<file path="config.mk">
export PLATFORM = sky130hd
export DESIGN_NAME = pwrseq_slot_top
export DESIGN_NICKNAME = d
export VERILOG_FILES = /design/src/rtl/pwrseq_pkg.sv /design/src/rtl/pwrseq_pg_qual.sv /design/src/rtl/pwrseq_slot_fsm.sv /design/src/rtl/pwrseq_drive.sv /design/src/rtl/pwrseq_slot_top.sv
export SDC_FILE = /design/constraint.sdc
export NUM_CORES = 1
export LEC_CHECK = 0
export ABC_AREA = 1
export BUFFER_PORTS_ARGS = -buffer_cell sky130_fd_sc_hd__buf_2
export CAP_MARGIN = 20
export CORE_UTILIZATION = 60
export DETAILED_ROUTE_END_ITERATION = 6
export PLACE_DENSITY_LB_ADDON = 0.2
export SYNTH_ARGS = -nofsm -noshare
export SYNTH_HDL_FRONTEND = slang
export SYNTH_HIERARCHICAL = 1
export SYNTH_SLANG_ARGS = --single-unit
</file>
<file path="constraint.sdc">
create_clock -name clk -period 6.5 [get_ports clk]
set_input_delay 1.3 -clock clk [delete_from_list [all_inputs] [get_ports clk]]
set_output_delay 1.3 -clock clk [all_outputs]
set_load 0.02 [all_outputs]
</file>
<file path="src/rtl/pwrseq_pkg.sv">
package pwrseq_pkg;

    typedef enum logic {
        SEQ_WAIT = 1'b0,
        SEQ_RUN  = 1'b1
    } seq_mode_e;

    // Pull-down control for an open-drain pin: active-high outputs are
    // released when asserted, active-low outputs are pulled down.
    function automatic logic pad_pull(input logic asserted, input logic active_high);
        return asserted ^ active_high;
    endfunction

    // Last cycle of a slot with a given spacing; spacing zero behaves as one.
    function automatic logic slot_expired(input logic [15:0] cnt, input logic [15:0] spacing);
        return (spacing == 16'd0) || (cnt >= spacing - 16'd1);
    endfunction

endpackage

</file>
<file path="src/rtl/pwrseq_pg_qual.sv">
module pwrseq_pg_qual (
    input  logic clk,
    input  logic rst,
    input  logic seq_en,
    input  logic drain_low,
    input  logic gate_good,
    input  logic creg_active,
    output logic pg_ok
);
    logic gate_seen_q;
    logic gate_met;
    logic drain_met;

    always_ff @(posedge clk) begin
        if (rst || !seq_en) begin
            gate_seen_q <= 1'b0;
        end else if (gate_good) begin
            gate_seen_q <= 1'b1;
        end
    end

    always_comb begin
        gate_met  = gate_good | gate_seen_q;
        drain_met = drain_low | creg_active;
        pg_ok     = seq_en & gate_met & drain_met;
    end
endmodule

</file>
<file path="src/rtl/pwrseq_slot_fsm.sv">
module pwrseq_slot_fsm
    import pwrseq_pkg::*;
#(
    parameter int NUM_SLOT = 4,
    parameter int CNT_W    = 16,
    localparam int SLOT_W  = $clog2(NUM_SLOT)
) (
    input  logic              clk,
    input  logic              rst,
    input  logic              seq_en,
    input  logic              pg_ok,
    input  logic [CNT_W-1:0]  interval,
    output logic [NUM_SLOT-1:0] slot_begun,
    output logic [SLOT_W-1:0] slot_idx,
    output logic              waiting
);
    localparam logic [SLOT_W-1:0] LAST_SLOT = SLOT_W'(NUM_SLOT - 1);

    typedef struct packed {
        seq_mode_e         mode;
        logic [SLOT_W-1:0] slot;
        logic [CNT_W-1:0]  cnt;
    } seq_state_t;

    seq_state_t        st_q;
    logic              tick_end;
    logic [SLOT_W-1:0] next_slot;

    always_comb begin
        tick_end  = slot_expired(16'(st_q.cnt), 16'(interval));
        next_slot = st_q.slot + SLOT_W'(1);
    end

    always_ff @(posedge clk) begin
        if (rst || !seq_en) begin
            st_q       <= '{mode: SEQ_WAIT, slot: '0, cnt: '0};
            slot_begun <= '0;
        end else begin
            case (st_q.mode)
                SEQ_WAIT: begin
                    if (pg_ok) begin
                        st_q       <= '{mode: SEQ_RUN, slot: '0, cnt: '0};
                        slot_begun <= NUM_SLOT'(1);
                    end
                end
                SEQ_RUN: begin
                    if (st_q.slot != LAST_SLOT) begin
                        if (tick_end) begin
                            st_q.slot             <= next_slot;
                            st_q.cnt              <= '0;
                            slot_begun[next_slot] <= 1'b1;
                        end else begin
                            st_q.cnt <= st_q.cnt + CNT_W'(1);
                        end
                    end
                end
                default: st_q <= '{mode: SEQ_WAIT, slot: '0, cnt: '0};
            endcase
        end
    end

    assign slot_idx = st_q.slot;
    assign waiting  = (st_q.mode == SEQ_WAIT);
endmodule

</file>
<file path="src/rtl/pwrseq_drive.sv">
module pwrseq_drive
    import pwrseq_pkg::*;
#(
    parameter int NUM_OUT  = 4,
    parameter int NUM_SLOT = 4,
    localparam int SLOT_W  = $clog2(NUM_SLOT),
    localparam int MAP_W   = NUM_OUT * SLOT_W
) (
    input  logic [MAP_W-1:0]    slot_map,
    input  logic [NUM_OUT-1:0]  pol,
    input  logic [NUM_SLOT-1:0] slot_begun,
    output logic [NUM_OUT-1:0]  pull_dn
);
    for (genvar i = 0; i < NUM_OUT; i++) begin : g_out
        logic [SLOT_W-1:0] field;
        logic              asserted;
        always_comb begin
            field      = slot_map[i*SLOT_W +: SLOT_W];
            asserted   = slot_begun[field];
            pull_dn[i] = pad_pull(asserted, pol[i]);
        end
    end
endmodule

</file>
<file path="src/rtl/pwrseq_slot_top.sv">
module pwrseq_slot_top #(
    parameter int NUM_OUT  = 4,
    parameter int NUM_SLOT = 4,
    parameter int CNT_W    = 16,
    localparam int SLOT_W  = $clog2(NUM_SLOT),
    localparam int MAP_W   = NUM_OUT * SLOT_W
) (
    input  logic               clk,
    input  logic               rst,
    input  logic               seq_en,
    input  logic               drain_low,
    input  logic               gate_good,
    input  logic               creg_active,
    input  logic [MAP_W-1:0]   slot_map,
    input  logic [NUM_OUT-1:0] pol,
    input  logic [CNT_W-1:0]   interval,
    output logic [NUM_OUT-1:0] pull_dn,
    output logic [SLOT_W-1:0]  slot_idx,
    output logic               waiting,
    output logic               done
);
    logic                pg_ok;
    logic [NUM_SLOT-1:0] slot_begun;

    pwrseq_pg_qual qual_i (
        .clk         (clk),
        .rst         (rst),
        .seq_en      (seq_en),
        .drain_low   (drain_low),
        .gate_good   (gate_good),
        .creg_active (creg_active),
        .pg_ok       (pg_ok)
    );

    pwrseq_slot_fsm #(
        .NUM_SLOT (NUM_SLOT),
        .CNT_W    (CNT_W)
    ) fsm_i (
        .clk        (clk),
        .rst        (rst),
        .seq_en     (seq_en),
        .pg_ok      (pg_ok),
        .interval   (interval),
        .slot_begun (slot_begun),
        .slot_idx   (slot_idx),
        .waiting    (waiting)
    );

    pwrseq_drive #(
        .NUM_OUT  (NUM_OUT),
        .NUM_SLOT (NUM_SLOT)
    ) drive_i (
        .slot_map   (slot_map),
        .pol        (pol),
        .slot_begun (slot_begun),
        .pull_dn    (pull_dn)
    );

    assign done = slot_begun[NUM_SLOT-1];
endmodule

</file>
==> metrics list, run 1 <==
* Run status: finished, final reports clean
- Adder-Cell Fraction of Synth Area: 13.47%
- The final layout contains routed wiring with a total length of 4040 µm.
- No sink is reached through more buffers than the 2 on the longest clock path.
* Overall fraction of global-route tracks in use: 22.51%
- Final Setup Violations: 0
- Global-route wire length before repair: 6534 µm
- Before CTS, the worst setup slack after placement is 2.519 ns.
- Async set-or-reset flop fraction in the synthesized netlist: 0%
* Number of antenna-violating nets in the routed design: 0
- TritonCTS built the clock tree.
* Wire length per cell after detailed routing: 9.902 µm
- Once routing completed, OpenROAD measured the worst setup slack at 2.856 ns.
* Multiplexer share of the synthesized area: 0%
* Number of unique standard cell types used by synthesis: 30
- Across the whole layout, storage elements account for 480.5 µm².
- Final nets: 420
- Number of warnings issued by yosys: 6
- Max VDD drop: 0.1479 mV
- Number of search-and-repair iterations in the first detailed-routing pass: 4
- After global routing the overflow that remains totals 0.
- Buffers placed on the I/O ports in this run total 41.
- The number of clock buffers added by TritonCTS is 3.
* Pins over their slew limit: 0
* CP required: 6.76 ns
* Starting Density: 63.50%
- Number of global-route vias before repair: 1671
* Flip-flop cell with the highest count after synthesis: sky130_fd_sc_hd__dfxtp_1
- The number of antenna violations at the first check in global routing was 0.
- Clock-pin slew was measured on the worst setup and hold paths at 0.13 ns.
- Post_cts resized: 0
* Boundary pin count: 42
- The die covers 3802 µm².
- The synthesized netlist devotes 9.022% of its cell area to XOR and XNOR gates.
- Drt via density: 4.873
- Startpoint types: input pin
- Post-DP HPWL: 3299 µm
* Cells after Synth: 321
- Signed area change from the synthesized netlist to the final layout: 12.60%
- The first routing iteration left 74 violations.
- Combinational family with the most area after synthesis: simple AND/OR/NAND/NOR gates
* Number of buffers inserted by post-CTS setup repair: 0
- By area the synthesized netlist is led by sky130_fd_sc_hd__dfxtp_1 22%, sky130_fd_sc_hd__ha_1 13%, sky130_fd_sc_hd__nand2_1 13%.
* Vias after detailed routing: 1988
- Filler-free cell count of the finished design: 408
* Post-route clock period utilization: 56.06%
- After floorplanning, the core was sized to cover 3363 µm².
- The tool flagged a number of max-cap violations equal to 0.
* Pin count of the biggest net entering global routing: 15
- From left edge to right edge, the die measures 61.66 µm.
- The mapped netlist covers 2136 µm².
* CP Capture Type: flop
- 0 antenna diodes ended up in the layout.
- The number of cells on the worst reg-to-reg path is 15.
- FP Rows: 21
- Timing would allow up to 274.4 MHz.
- Internal reg-to-reg setup slack: 4.60 ns
- H-tree depth: 1
- Cell count after placement: 404
- Critical path start-end classification: in -> reg
- Net count of the mapped netlist: 378
- Worst-margin pin slew: 0.4193 ns
- In this run the worst path has a maximum fanout of 14.
- For the final routed database, the setup TNS stands at 0 ns.
* Hold Buf Count CTS: 0
- Detailed-route DRC error count: 0
- The min-delay analysis places its worst path in the category reg -> reg.
* Area share of and/or/nand/nor cells after synthesis: 36.09%
- PD cells: 136.6 nW/µm²
- Synthesis inferred 24 register bits.
* Timing startpoint of the critical path: interval[2]
- The endpoint identified for the worst register-to-register timing path is fsm_i/st_q[0].
- Sequential cell area fraction in the yosys report: 22.50%
- Yosys mapped a number of flops with a built-in enable equal to 0.
- The synthesized design devotes to its leading area cell type 22.50% of total area.
* Fill cell count: 306
- Cells with a size suffix above 1 make up 21.55% of the layout.
- Setup repair after global routing left no endpoint under its margin.
- Leakage power: 1.241 nW
* Multi-input gate area: 1388 µm²
- The final hold violation count was 0.
- For the worst setup path, the data arrival time is 3.90 ns.
* Source-to-sink clock delay at the later pin of the worst-skew pair: 0.32 ns
- The clock net in this run drives a total of 24 sinks.
- Headroom to the max-slew limit came out at 71.75%.
- Each instance of the synthesized netlist takes up on average 6.654 µm².
- Setup Skew: 0.007501 ns
* Capture point of the critical path: fsm_i/st_q[0]
- CTS placed an instance of sky130_fd_sc_hd__clkbuf_4 at the clock tree root.
- Counting I/O delays and the setup requirement, the final critical path takes 3.644 ns.
* Synth Area in Compound Gates: 6.385%
* Vertical extent of the die: 61.66 µm
* Dominant cell type by area after synthesis: sky130_fd_sc_hd__dfxtp_1
- Crit Reg-Reg Startpoint: fsm_i/st_q[0]
- Weighted congestion at the end of routability-driven global placement: 0.7988
layout make-up:
cell class | count | share of cell area (%)
clock buffer | 3 | 0.9365
clock inverter | 1 | 1.249
inverter | 59 | 9.209
multi-input combinational | 234 | 57.70
sequential | 24 | 19.98
tap | 46 | 2.393
timing repair buffer | 41 | 8.533
routing by layer:
metal / share of wire [%] / wire [µm] / track usage [%]
met2: 48 / 1953 / 41.01
met1: 48 / 1955 / 28.46
met4: 1.1 / 44 / 5.714
met3: 2.1 / 86 / 1.891
met5: 0 / 0 / 0
cell families after synthesis:
group	Yosys count
AO/OA/AOI/OAI	24
AND/OR/NAND/NOR	165
adder cells (fa/ha/maj)	23
buffers and inverters	63
XOR/XNOR	22
flip-flops	24
synthesized netlist by cell type, types with 2 or more instances:
master,n
sky130_fd_sc_hd__dfxtp_1,24
sky130_fd_sc_hd__nor2_1,33
sky130_fd_sc_hd__ha_1,23
sky130_fd_sc_hd__nand2_1,76
sky130_fd_sc_hd__nand2_4,3
sky130_fd_sc_hd__nand2_2,3
sky130_fd_sc_hd__xor2_1,17
sky130_fd_sc_hd__nand3_1,21
sky130_fd_sc_hd__a21oi_1,13
sky130_fd_sc_hd__o21ai_2,2
sky130_fd_sc_hd__buf_4,2
sky130_fd_sc_hd__nor2_2,12
sky130_fd_sc_hd__o21ai_0,5
sky130_fd_sc_hd__nand3_2,4
sky130_fd_sc_hd__or2_2,2
sky130_fd_sc_hd__nand4_1,5
sky130_fd_sc_hd__xnor2_1,5
sky130_fd_sc_hd__nor3_1,2
sky130_fd_sc_hd__inv_2,5
sky130_fd_sc_hd__inv_1,54
where the power goes:
part	switching [mW]	leakage [nW]	internal, mW	total, mW
clock network	0.0473	0.0279	0.0624	0.110
registers	0.00218	0.194	0.149	0.151
logic	0.0413	1.02	0.0263	0.0676
total	0.0908	1.24	0.238	0.328
flip-flops by register name, indices dropped and copies added (netlist names):
| register | flops |
|---|---|
| fsm_i/st_q | 17 |
| fsm_i/slot_begun | 4 |
| fsm_i/slot_idx | 2 |
| qual_i/gate_seen_q | 1 |
worst min-delay path by stage:
stage                    endpoint  depth (start not counted)  slack (ns)               start
5_1_grt             fsm_i/st_q[0]                          2        0.54       fsm_i/st_q[0]
2_1_floorplan  qual_i/gate_seen_q                          2        0.46  qual_i/gate_seen_q
6_report            fsm_i/st_q[0]                          2        0.52       fsm_i/st_q[0]
3_3_place_gp        fsm_i/st_q[0]                          2        0.49       fsm_i/st_q[0]
3_5_place_dp        fsm_i/st_q[0]                          2        0.49       fsm_i/st_q[0]
4_1_cts             fsm_i/st_q[0]                          2        0.51       fsm_i/st_q[0]
critical path: stages:
cell and delay [ns]:
sky130_fd_sc_hd__buf_2 0.12, sky130_fd_sc_hd__inv_2 0.05, sky130_fd_sc_hd__nand2_1 0.06, sky130_fd_sc_hd__inv_1 0.05
sky130_fd_sc_hd__nand3_1 0.11, sky130_fd_sc_hd__nor3_2 0.24, sky130_fd_sc_hd__nand4_1 0.18, sky130_fd_sc_hd__nor2_1 0.19
sky130_fd_sc_hd__nand2_1 0.09, sky130_fd_sc_hd__xor2_1 0.13, sky130_fd_sc_hd__inv_1 0.06, sky130_fd_sc_hd__ha_1 0.28
sky130_fd_sc_hd__nand2_1 0.07, sky130_fd_sc_hd__nand2_1 0.04, sky130_fd_sc_hd__nor2_1 0.08, sky130_fd_sc_hd__nand2_1 0.05
sky130_fd_sc_hd__a21oi_1 0.16, sky130_fd_sc_hd__o21ai_2 0.08, sky130_fd_sc_hd__inv_2 0.09, sky130_fd_sc_hd__nand2_4 0.07
sky130_fd_sc_hd__nand2_4 0.10, sky130_fd_sc_hd__nand2_4 0.14, sky130_fd_sc_hd__a21oi_1 0.15
cell usage in the layout (no fill, tap or decap), types with 2 or more instances in the layout:
cell type / instances
sky130_fd_sc_hd__nand2_1: 76
sky130_fd_sc_hd__inv_1: 54
sky130_fd_sc_hd__buf_2: 41
sky130_fd_sc_hd__nor2_1: 33
sky130_fd_sc_hd__dfxtp_1: 24
sky130_fd_sc_hd__ha_1: 23
sky130_fd_sc_hd__nand3_1: 21
sky130_fd_sc_hd__xor2_1: 17
sky130_fd_sc_hd__a21oi_1: 13
sky130_fd_sc_hd__nor2_2: 12
sky130_fd_sc_hd__inv_2: 5
sky130_fd_sc_hd__o21ai_0: 5
sky130_fd_sc_hd__nand4_1: 5
sky130_fd_sc_hd__xnor2_1: 5
sky130_fd_sc_hd__nand3_2: 4
sky130_fd_sc_hd__clkbuf_4: 3
sky130_fd_sc_hd__nand2_2: 3
sky130_fd_sc_hd__nand2_4: 3
sky130_fd_sc_hd__nor3_1: 2
sky130_fd_sc_hd__o21ai_2: 2
sky130_fd_sc_hd__or2_2: 2
stage by stage:
stage	total power [mW]	hold WS [ns]	util [%]	area (µm²)
after floorplan	0.2016	0.4604	-	2136
after global placement	0.2201	0.4874	69.94	2352
after detailed placement	0.2218	0.4945	69.94	2352
after CTS	0.3299	0.5125	71.50	2405
after global routing	0.3452	0.5386	71.50	2405
final	0.3285	0.5155	71.50	2405
Power figures use the tool's default switching activity.
==> inputs of run 2 (changes only) <==
- CORE_UTILIZATION: 60 -> 56
- clock period: 6.5 -> 3.41 ns (I/O delays scaled with it)
==> metrics list, run 2 (synthesis gave the netlist of run 1 again) <==
* Run status: finished, final reports clean
- Per report_power, the combinational group accounts for 21.6% of the total.
- The count of nets left with antenna violations once routing finished came out at 0.
- Hold WC Path Type: reg -> reg
- Adding up every negative setup slack in the final design gives 0 ns.
- Switching part of the total: 27.90%
- Commonest cells after routing, fill and taps aside: 76 x sky130_fd_sc_hd__nand2_1, 54 x sky130_fd_sc_hd__inv_1, 41 x sky130_fd_sc_hd__buf_2, 33 x sky130_fd_sc_hd__nor2_1, 24 x sky130_fd_sc_hd__dfxtp_1
- Worst Hold Slack: 0.5093 ns
- At the end of routability-driven placement, the weighted congestion stood at 0.7635.
* Clock power share: 30.9%
- Share of post-route cells with drive strength above 1: 21.98%
- Of the available clock period, the critical path in the final layout requires 90.13%.
- The routed design could run at a clock period as short as 3.073 ns.
- Dividing the detail-routed via count by the number of cells gives 4.774.
* Vias after detailed routing: 1967
- Summed over all layers, the routed wires come to 3975 µm.
- Worst hold path stage count: 2
* Pins over their slew limit: 0
- Buffers inserted during clock tree synthesis total 3.
- CP required: 3.60 ns
* Boundary pin count: 42
* Internal power of the cells: 0.4373 mW
* Crit Reg-Reg Startpoint: fsm_i/st_q[0]
* Sequential cell area: 480.5 µm²
- Timing analysis after detailed placement gives a worst setup slack of 0.02490 ns.
- Sum of overflow across all layers after global routing: 0
- Most common cell after layout, fill and taps aside: sky130_fd_sc_hd__nand2_1
* Setup Skew: 0.003865 ns
- After detailed routing, the number of remaining DRC violations is 0.
* Post-DP HPWL: 3273 µm
- Worst reg2reg endpoint: fsm_i/st_q[0]
* Port buffer count: 41
* Critical path start-end classification: in -> reg
* Logic depth of the worst register-to-register path: 15
- The register with the most flip-flops in the layout has 17 of them.
* Total placed instance area: 2370 µm²
* Relative contribution of sequential cells to total power: 47.5%
* Startpoint types: input pin
* Internal reg-to-reg setup slack: 1.49 ns
* Multi-input gate area: 1394 µm²
- The repair_antennas step left the layout with diodes totalling 0.
- In this run the power spent charging and discharging nets is 0.1692 mW.
* Source of the worst hold timing path: qual_i/gate_seen_q
- Leakage power: 1.255 nW
- Number of max-cap violations: 0
* Overall fraction of global-route tracks in use: 19.71%
- Placeable Area: 3661 µm²
- Pin count of the biggest net entering global routing: 15
* Final hold viol count: 0
- Max VDD drop: 0.1611 mV
- H-tree depth: 1
- The design draws 0.6064 mW.
- Arr. time, crit path: 3.27 ns
- Counting flops per register, the top entry is fsm_i/st_q.
- The worst setup path is captured at a flop.
- For this configuration, the core starts out at a cell density of 58.34%.
- Setup violations remaining at the end of the flow were counted as 0.
- The filler cells instantiated in the layout total 351.
- The die is 63.76 µm wide.
- Source-to-sink clock delay at the later pin of the worst-skew pair: 0.26 ns
- The die covers 4065 µm².
- CTS tree: built
- Initial antenna violation count: 0
- Counting every sink on the clock net gives 24.
* Number of DRC markers after the initial detailed-route iteration: 69
- From bottom edge to top edge, the die measures 63.76 µm.
* FP Rows: 22
- PD cells: 249.5 nW/µm²
* Final nets: 422
- Compared with the post-synthesis result, the final layout area differs by 13.83%.
- Post-Layout Inst Area: 2431 µm²
* Worst Setup Slack, final: 0.3367 ns
- Measured against its own limit, the worst slew margin works out to 73.54%.
* Number of search-and-repair iterations in the first detailed-routing pass: 4
* Global-route wire length before repair: 6603 µm
* Number of global-route vias before repair: 1646
* Wire length per cell after detailed routing: 9.648 µm
- Clock Tree Buf Depth: 2
- Setup repair after global routing missed its margin: no
* Achievable Freq: 325.4 MHz
- At the pin with the least slew margin, the transition time is 0.3928 ns.
- Sink of the worst hold path: qual_i/gate_seen_q
- Clock-pin slew was measured on the worst setup and hold paths at 0.08 ns.
* Hold Buf Count CTS: 0
* Buffer cell driving the clock tree root: sky130_fd_sc_hd__clkbuf_8
- Critical Path Fanout Max: 14
## run 2: changes by cell type in the layout (fill, tap and decap cells not counted)
cell | before | now
sky130_fd_sc_hd__bufinv_16 | 1 | 0
sky130_fd_sc_hd__clkbuf_8 | 0 | 4
sky130_fd_sc_hd__nor3_2 | 1 | 0
sky130_fd_sc_hd__buf_4 | 0 | 2
sky130_fd_sc_hd__clkbuf_4 | 3 | 0
sky130_fd_sc_hd__nor3_4 | 0 | 1
## run 2: metal layers
layer | track usage, % | up-vias | share of wire (%)
li1 | - | 1079 | -
met1 | 25.88 | 849 | 49
met2 | 35.11 | 37 | 47
met3 | 1.071 | 2 | 3.1
met4 | 4.545 | 0 | 0.23
met5 | 0 | - | 0
## run 2: how the worst max path moves through the flow
stage / startpoint / endpoint / slack [ns] / cells past startpoint
after global placement: interval[3] / fsm_i/st_q[0] / 0.09 / 21
after global routing: interval[1] / fsm_i/st_q[0] / 0.03 / 23
after CTS: interval[2] / fsm_i/st_q[0] / 0.29 / 23
after detailed placement: interval[2] / fsm_i/st_q[0] / 0.02 / 23
final: interval[2] / fsm_i/st_q[0] / 0.34 / 23
after floorplan: interval[1] / fsm_i/st_q[4] / 0.46 / 23
## run 2: repair_timing
action                     in CTS  in global routing
resized for setup               0                  1
buffers inserted                0                  0
setup endpoints to repair       0                  1
## run 2: cell type report
type	instances	area share, %
Clock buffer	4	2.265
Multi-Input combinational cell	234	57.33
Timing Repair Buffer	43	9.058
Inverter	59	9.110
Tap cell	48	2.470
Sequential cell	24	19.76
## run 2: critical path: stages
cell and delay, ns:
sky130_fd_sc_hd__buf_2 0.12, sky130_fd_sc_hd__inv_2 0.05, sky130_fd_sc_hd__nand2_1 0.06, sky130_fd_sc_hd__inv_1 0.06, sky130_fd_sc_hd__nand3_1 0.14, sky130_fd_sc_hd__nor3_4 0.20, sky130_fd_sc_hd__nand4_1 0.17, sky130_fd_sc_hd__nor2_1 0.19
sky130_fd_sc_hd__nand2_1 0.09, sky130_fd_sc_hd__xor2_1 0.13, sky130_fd_sc_hd__inv_1 0.05, sky130_fd_sc_hd__ha_1 0.28, sky130_fd_sc_hd__nand2_1 0.07, sky130_fd_sc_hd__nand2_1 0.04, sky130_fd_sc_hd__nor2_1 0.08, sky130_fd_sc_hd__nand2_1 0.06
sky130_fd_sc_hd__a21oi_1 0.14, sky130_fd_sc_hd__o21ai_2 0.08, sky130_fd_sc_hd__inv_2 0.09, sky130_fd_sc_hd__nand2_4 0.08, sky130_fd_sc_hd__nand2_4 0.09, sky130_fd_sc_hd__nand2_4 0.14, sky130_fd_sc_hd__a21oi_1 0.16
## run 2: stage by stage
| step | utilization, % | std cells |
|---|---|---|
| 2_1_floorplan | - | 321 |
| 3_3_place_gp | 64.73 | 408 |
| 3_5_place_dp | 64.73 | 408 |
| 4_1_cts | 66.23 | 412 |
| 5_1_grt | 66.40 | 412 |
| 6_report | 66.40 | 412 |
## run 2: power by group through the flow
| stage | clock [mW] | sequential [mW] | combinational [mW] |
|---|---|---|---|
| 2_1_floorplan | 0 | 0.294 | 0.0907 |
| 3_3_place_gp | 0 | 0.294 | 0.127 |
| 3_5_place_dp | 0 | 0.295 | 0.130 |
| 4_1_cts | 0.191 | 0.288 | 0.132 |
| 5_1_grt | 0.206 | 0.289 | 0.148 |
| 6_report | 0.187 | 0.288 | 0.131 |
==> inputs of run 3 (changes only) <==
- BUFFER_PORTS_ARGS: -buffer_cell sky130_fd_sc_hd__buf_2 -> -buffer_cell sky130_fd_sc_hd__clkbuf_2
- CORE_ASPECT_RATIO: not set -> 0.9
==> metrics list, run 3 (synthesis gave the netlist of run 1 again) <==
- Number of search-and-repair iterations in the first detailed-routing pass: 4
- Share of post-route cells with drive strength above 1: 22.31%
- Entering global routing, the biggest net connects 15 pins.
- Post-Layout Inst Area: 2420 µm²
- In this run the number of H-tree levels came out at 1.
* Final nets: 422
* Worst Setup Slack, final: 0.3666 ns
- Post-Place Setup Slack: -0.004407 ns
- Sum of routed wire length over all layers: 4055 µm
* Die Footprint: 4065 µm²
- Die boundary width: 67.10 µm
- Hold Buf Count CTS: 0
- Commonest cells after routing, fill and taps aside: 76 x sky130_fd_sc_hd__nand2_1, 54 x sky130_fd_sc_hd__inv_1, 41 x sky130_fd_sc_hd__clkbuf_2, 32 x sky130_fd_sc_hd__nor2_1, 24 x sky130_fd_sc_hd__dfxtp_1
- Weighted congestion at the end of routability-driven global placement: 0.7868
- Global-route wire length before repair: 6969 µm
- Initial antenna violation count: 0
* FP Rows: 20
- In this run the worst path has a maximum fanout of 14.
- The analysis attributes to cell leakage a power of 1.254 nW.
* Post-DP HPWL: 3378 µm
* Worst-margin pin slew: 0.4036 ns
* Most flops, register: fsm_i/st_q
- Vias after detailed routing: 1998
- CP Capture Type: flop
- The worst setup path is launched from an input pin.
* Signed area change from the synthesized netlist to the final layout: 13.30%
* CTS tree: built
- Overall fraction of global-route tracks in use: 22.02%
- The number of pins with negative max-slew slack in the final report came to 0.
- IR analysis of the VDD net gives a maximum drop of 0.1704 mV.
- The clock passes through at most 2 buffers.
* Sum of overflow across all layers after global routing: 0
* CTS clk-pin slew, worst paths: 0.07 ns
* Final critical delay including setup and external delays: 3.043 ns
- The worst pin sits at a relative slew slack of 72.99%.
- The clock net in this run drives a total of 24 sinks.
- Placeable Area: 3503 µm²
- Buffer cell driving the clock tree root: sky130_fd_sc_hd__clkbuf_8
* Clock buffer count from CTS: 3
* Run status: finished, final reports clean
- Final hold viol count: 0
* Max FFs per register: 17
* Starting Density: 60.96%
* Critical path start-end classification: in -> reg
* Number of global-route vias before repair: 1751
- Boundary pin count: 42
- Number of antenna-violating nets in the routed design: 0
- Leaving out fill and tap cells, the most frequent cell in the layout is sky130_fd_sc_hd__nand2_1.
- The count of buffers added on input and output ports is 41.
- Number of DRC markers after the initial detailed-route iteration: 85
* Source-to-sink clock delay at the later pin of the worst-skew pair: 0.26 ns
* CP required: 3.60 ns
* Hold WC Path Type: reg -> reg
- ANT cells: 0
* Drt via density: 4.909
- Wire length per cell after detailed routing: 9.963 µm
- Setup violations remaining at the end of the flow were counted as 0.
- Timing would allow up to 328.6 MHz.
- PD cells: 239.9 nW/µm²
- Summing all placed instances gives a cell area of 2357 µm².
* Setup Skew: 0.007712 ns
- Vertical extent of the die: 60.59 µm
- For this run, design rule violations remaining after detail routing come to 0.
- In the finished design, the share of the clock period the worst path needs comes to 89.25%.
- Final core utilization: 69.07%
* Number of max-cap violations: 0
* Arr. time, crit path: 3.23 ns
## run 3: changes by cell type in the layout (fill, tap and decap cells not counted), sizes merged
cell,previous run,this run
clkbuf,4,44
buf,43,2
## run 3: power breakdown
part	switching, mW	leakage, nW	internal (mW)
sequential	0.00423	0.194	0.284
combinational	0.0807	1.04	0.0502
clock	0.0828	0.0216	0.0789
## run 3: metrics by stage
step | TNS, ns | hold slack (ns) | std cells | power (mW)
3_3_place_gp | 0 | 0.4827 | 403 | 0.4206
4_1_cts | 0 | 0.5075 | 406 | 0.5852
5_1_grt | -0.003908 | 0.5484 | 407 | 0.6182
6_report | 0 | 0.5045 | 407 | 0.5804
2_1_floorplan | 0 | 0.4604 | 321 | 0.3842
3_5_place_dp | -0.004407 | 0.4931 | 403 | 0.4237
## run 3: critical path, stage by stage
cell and delay (ns):
sky130_fd_sc_hd__clkbuf_2 0.08, sky130_fd_sc_hd__inv_1 0.07, sky130_fd_sc_hd__nand2_1 0.08, sky130_fd_sc_hd__inv_1 0.07, sky130_fd_sc_hd__nand3_2 0.10, sky130_fd_sc_hd__nor3_4 0.23
sky130_fd_sc_hd__nand4_1 0.18, sky130_fd_sc_hd__nor2_2 0.15, sky130_fd_sc_hd__nand2_1 0.07, sky130_fd_sc_hd__xor2_1 0.13, sky130_fd_sc_hd__inv_1 0.06, sky130_fd_sc_hd__ha_1 0.28
sky130_fd_sc_hd__nand2_1 0.07, sky130_fd_sc_hd__inv_1 0.06, sky130_fd_sc_hd__nand3_1 0.08, sky130_fd_sc_hd__nand2_1 0.05, sky130_fd_sc_hd__a21oi_1 0.14, sky130_fd_sc_hd__o21ai_2 0.08
sky130_fd_sc_hd__inv_2 0.09, sky130_fd_sc_hd__nand2_4 0.08, sky130_fd_sc_hd__nand2_4 0.10, sky130_fd_sc_hd__nand2_4 0.14, sky130_fd_sc_hd__a21oi_1 0.16
## run 3: what timing repair did
action | CTS | global route
buffers inserted | 0 | 1
resized for setup | 0 | 3
setup endpoints to repair | 0 | 14
## run 3: final timing paths
| kind | start | to | slack [ns] | cells past startpoint |
|---|---|---|---|---|
| setup / recovery | interval[1] | fsm_i/st_q[0] | 0.37 | 23 |
| hold / removal | fsm_i/st_q[0] | fsm_i/st_q[0] | 0.50 | 2 |
| setup reg to reg | fsm_i/st_q[0] | fsm_i/st_q[0] | 1.49 | 15 |
| hold reg to reg | fsm_i/st_q[0] | fsm_i/st_q[0] | 0.50 | 2 |
## run 3: final cells by class
type                            count  area (µm²)
Inverter                           59       221.5
Tap cell                           44       55.05
Timing Repair Buffer               43       220.2
Multi-Input combinational cell    234        1401
Sequential cell                    24       480.5
Fill cell                         317        1084
Clock buffer                        3       41.29
## run 3: layer usage
layer	vias up	routed length, µm	GRT usage [%]
li1	1080	-	-
met1	860	2035	28.41
met2	54	1790	38.57
met3	4	195	2.820
met4	0	33	6.079
met5	-	0	0
